==> src/rtl/sdac_pkg.sv <==
package sdac_pkg;

  // Strobes from control to datapath, valid for one clk cycle.
  typedef struct packed {
    logic shift;  // advance the chain by one bit
    logic load;   // copy the chain into the holding registers
    logic din;    // bit to insert on shift
  } sdac_strobe_t;

endpackage

==> src/rtl/sdac_ctrl.sv <==
module sdac_ctrl
  import sdac_pkg::*;
(
  input  logic         clk,
  input  logic         rstN,
  input  logic         serClk,
  input  logic         serDin,
  input  logic         selN,
  output sdac_strobe_t strb
);

  logic serClkQ;
  logic selNQ;
  logic selNPrevQ;
  logic dinQ;
  logic gateQ;      // output of the level-sensitive gate on the serial clock
  logic gateNext;

  // Sample the serial inputs once on clk.
  always_ff @(posedge clk or negedge rstN) begin
    if (!rstN) begin
      serClkQ   <= 1'b0;
      selNQ     <= 1'b1;
      selNPrevQ <= 1'b1;
      dinQ      <= 1'b0;
    end else begin
      serClkQ   <= serClk;
      selNQ     <= selN;
      selNPrevQ <= selNQ;
      dinQ      <= serDin;
    end
  end

  // The gate is transparent while select is low and holds otherwise.
  always_comb begin
    gateNext = selNQ ? gateQ : serClkQ;
  end

  always_ff @(posedge clk or negedge rstN) begin
    if (!rstN) gateQ <= 1'b0;
    else       gateQ <= gateNext;
  end

  always_comb begin
    strb.shift = gateQ & ~gateNext;
    strb.load  = selNQ & ~selNPrevQ;
    strb.din   = dinQ;
  end


  noCollide_chk: assert property (@(posedge clk) disable iff (!rstN)
    !(strb.shift && strb.load));


  blocked_chk: assert property (@(posedge clk) disable iff (!rstN)
    $past(selN) |-> !strb.shift);


  loadEdge_chk: assert property (@(posedge clk) disable iff (!rstN)
    strb.load |-> $past(selN));

endmodule

==> src/rtl/sdac_datapath.sv <==
module sdac_datapath
  import sdac_pkg::*;
#(
  parameter int CH_COUNT = 6,
  parameter int CODE_W   = 6
) (
  input  logic                         clk,
  input  logic                         rstN,
  input  sdac_strobe_t                 strb,
  output logic                         serDout,
  output logic [CH_COUNT*CODE_W-1:0]   chCodes
);

  localparam int CHAIN_W = CH_COUNT * CODE_W;

  // Newest bit at bit 0; channel 1 occupies the lowest stage.
  logic [CHAIN_W-1:0] chainQ;

  always_ff @(posedge clk or negedge rstN) begin
    if (!rstN)           chainQ <= '0;
    else if (strb.shift) chainQ <= {chainQ[CHAIN_W-2:0], strb.din};
  end

  assign serDout = chainQ[CHAIN_W-1];

  for (genvar g = 0; g < CH_COUNT; g++) begin : gHold
    logic [CODE_W-1:0] holdQ;
    always_ff @(posedge clk or negedge rstN) begin
      if (!rstN)          holdQ <= '0;
      else if (strb.load) holdQ <= chainQ[g*CODE_W +: CODE_W];
    end
    assign chCodes[g*CODE_W +: CODE_W] = holdQ;
  end


  holdStable_chk: assert property (@(posedge clk) disable iff (!rstN)
    !strb.load |=> $stable(chCodes));


  doutStable_chk: assert property (@(posedge clk) disable iff (!rstN)
    !strb.shift |=> $stable(serDout));

endmodule

==> src/rtl/sdac_top.sv <==
module sdac_top
  import sdac_pkg::*;
#(
  parameter int CH_COUNT = 6,
  parameter int CODE_W   = 6
) (
  input  logic                       clk,
  input  logic                       rstN,
  input  logic                       serClk,
  input  logic                       serDin,
  input  logic                       selN,
  output logic                       serDout,
  output logic [CH_COUNT*CODE_W-1:0] chCodes
);

  sdac_strobe_t strb;

  sdac_ctrl u_ctrl (
    .clk    (clk),
    .rstN   (rstN),
    .serClk (serClk),
    .serDin (serDin),
    .selN   (selN),
    .strb   (strb)
  );

  sdac_datapath #(
    .CH_COUNT (CH_COUNT),
    .CODE_W   (CODE_W)
  ) u_dp (
    .clk     (clk),
    .rstN    (rstN),
    .strb    (strb),
    .serDout (serDout),
    .chCodes (chCodes)
  );

endmodule

==> config.mk <==
export PLATFORM = sky130hd
export DESIGN_NAME = sdac_top
export DESIGN_NICKNAME = d
export VERILOG_FILES = /design/src/rtl/sdac_pkg.sv /design/src/rtl/sdac_ctrl.sv /design/src/rtl/sdac_datapath.sv /design/src/rtl/sdac_top.sv
export SDC_FILE = /design/constraint.sdc
export NUM_CORES = 1
export LEC_CHECK = 0
export BUFFER_PORTS_ARGS = -buffer_cell sky130_fd_sc_hd__buf_2
export CAP_MARGIN = 20
export CELL_PAD_IN_SITES_DETAIL_PLACEMENT = 0
export CELL_PAD_IN_SITES_GLOBAL_PLACEMENT = 1
export CORE_UTILIZATION = 35
export CTS_CLUSTER_DIAMETER = 40
export CTS_CLUSTER_SIZE = 16
export DETAILED_ROUTE_END_ITERATION = 8
export PLACE_DENSITY = 0.67
export SLEW_MARGIN = 20
export SYNTH_ARGS = -nofsm -noshare
export SYNTH_HDL_FRONTEND = slang
export SYNTH_HIERARCHICAL = 1
export SYNTH_SLANG_ARGS = --single-unit
==> constraint.sdc <==
create_clock -name clk -period 2.2 [get_ports clk]
set_input_delay 0.33 -clock clk [delete_from_list [all_inputs] [get_ports clk]]
set_output_delay 0.33 -clock clk [all_outputs]
set_load 0.01 [all_outputs]
==> out/metrics.yaml <==
path_cells: "nor2b_4 -> buf_4 -> mux2_2"
wl_per_cell_um: 14.6
drt_iter0_markers: 37
ys.flop_type: "dfrtp_1"
grt_use_met3: 0.0462
clkLatencyLatePin_ps: 340
track_usage: 0.112
vias: 1448
synthesis.area_um2: 3140
use_met2: 0.148
hp-start: "serDin"
r2r-start: "u_ctrl/selNQ"
postRouteAntennaNets: 0
synth-seq-cells: 77
syn_nets: 166
drv_slew: 0
synth_edf_count: 0
critPathMaxStageDelay_ps: 580
rsz0062_at_grt: "no"
grt_max_degree: 52
place_congestion: 0.673
path_class: "reg2reg"
rr_worst_depth: 3
max_freq_mhz: 611
clock_sinks: 77
antenna_found_initial: 0
drive_gt1_frac: 0.642
skew_ps: 7.14
fin_nets: 215
portBuffers: 41
cp.buffers_inverters: 1
leakagePower_nw: 1.88
yosysTopAreaCell: "dfrtp_1"
hpwlAfterDp_mm: 3.01
maxSlewHeadroom: 0.703
outcome: "finished clean"
yosys.cell_count.top_type: "dfrtp_1"
netlist_top_cells_area: "dfrtp_1 (60%), mux2_4 (29%), mux2_2 (4.3%)"
async_reset_ff_frac: 1.00
synth_top_area_share: 0.597
rows: 34
min_to: "u_ctrl/dinQ"
busiest_layer: "met1"
arrival_ps: 1860
final-hold-violation-count: 0
die_width_um: 96.8
finalPower_mw: 3.23
cts_buffers: 9
cp-start-kind: "flip-flop"
ys_types: 9
gr-total-overflow: 0
clock_path_buffers: 2
fin_tns_setup_ps: 0
hold_path_depth: 1
core_area_um2: 8720
grt_use_met1: 0.165
totalWireLength_mm: 4.73
ir_worst_vdd_mv: 0.403
drcViolationCount: 0
worst_pin_slew_ps: 445
area_delta_synth_final_pct: 15.2
post_cts_buffers: 0
cp_max_fo: 24
required_ps: 2430
avgSynthCellArea_um2: 19.5
ys_seq_area_frac: 0.614
synth_commonest_cells: "dfrtp_1 (75), mux2_4 (61), mux2_2 (12)"
cts_tree: "built"
cts-root-buf: "clkbuf_8"
num_antenna_cells: 0
path_clk_slew_ps: 80
r2r_slack_ps: 560
finalCritPeriodShare: 0.744
dieArea_um2: 9370
critPathTopFamily: "flip-flops"
io-pin-count: 42
power.density_nw_per_um2: 892
viasPerCell: 4.48
synthCells: 161
setup_violations: 0
crit_path_end_kind: "flip-flop"
slowest_stage: "dfstp_2"
period_needed_ps: 1640
dr.pass1.iters: 2
maxCapViolCount: 0
rr_endpoint: "u_dp/gHold[2].holdQ[5]"
synth-warning-count: 6
grt_pass1_vias: 1518
dieHeight_um: 96.8
hold_class: "in2reg"
initial_utilization: 0.361
h-tree-depth: 3
grt_pass1_wl_mm: 8.27
[sequential cells by signal, summed over array words and instances (netlist names)]
register	flops
u_ctrl/dinQ	1
u_dp/chainQ	36
u_ctrl/selNPrevQ	1
u_ctrl/selNQ	1
u_ctrl/serClkQ	1
u_dp/gHold.holdQ	36
u_ctrl/gateQ	1
[repair_timing]
action                     4_1_cts  5_1_grt
setup endpoints to repair        0        0
hold buffers                     1        0
hold endpoints to repair        26        0
gates resized for setup          0        0
[final cells by class]
class / instances / area [um^2]
multi-input combinational: 75 / 1080
clock buffer: 10 / 128
timing repair buffer: 47 / 268
clock inverter: 6 / 86.3
sequential: 77 / 1930
fill: 819 / 5100
tap: 108 / 135
[cell usage in the layout (no fill, tap or decap)]
cell type,instances
mux2_2,12
dfrtp_1,75
buf_2,40
clkinvlp_4,1
dlygate4sd3_1,1
clkinv_2,2
nor2b_4,1
nor3b_2,1
buf_12,1
clkbuf_1,1
buf_4,5
bufinv_16,2
mux2_4,61
inv_6,1
clkbuf_8,9
dfstp_2,2
[layer usage]
layer / wire length (um) / part of all wire
met5: 0 / 0
met4: 54 / 0.011
met3: 234 / 0.049
met2: 2080 / 0.44
met1: 2360 / 0.50
[through the flow]
step           setup slack (ps)   util  hold slack (ps)  instance area, um^2  cells
6_report                    563  0.415             95.9                 3620    323
3_3_place_gp                605  0.390              265                 3400    306
3_5_place_dp                573  0.390              271                 3400    306
4_1_cts                     553  0.415             77.6                 3620    323
2_1_floorplan               787      -             34.4                 3140    161
5_1_grt                     499  0.415             63.8                 3620    323
[how the worst max path moves through the flow]
stage	end	startpoint	slack [ps]	cells after the start
2_1_floorplan	u_dp/gHold[0].holdQ[0]	u_ctrl/selNQ	790	4
3_3_place_gp	u_dp/gHold[4].holdQ[5]	u_ctrl/selNQ	610	3
3_5_place_dp	u_dp/gHold[4].holdQ[5]	u_ctrl/selNQ	570	3
4_1_cts	u_dp/gHold[2].holdQ[5]	u_ctrl/selNQ	550	3
5_1_grt	u_dp/gHold[5].holdQ[3]	u_ctrl/selNQ	500	3
6_report	u_dp/gHold[2].holdQ[5]	u_ctrl/selNQ	560	3
[power breakdown]
part	total [mW]	switching, mW	internal (mW)
clock network	1.14	0.505	0.639
registers	1.67	0.105	1.57
logic	0.413	0.161	0.253
[cells by family after synthesis]
| family | after synthesis | share of synthesized area |
|---|---|---|
| simple gates | 2 | 0.00438 |
| buf+inv | 9 | 0.0478 |
| flops | 77 | 0.614 |
| mux | 73 | 0.334 |
(Power assumes the default switching activity.)
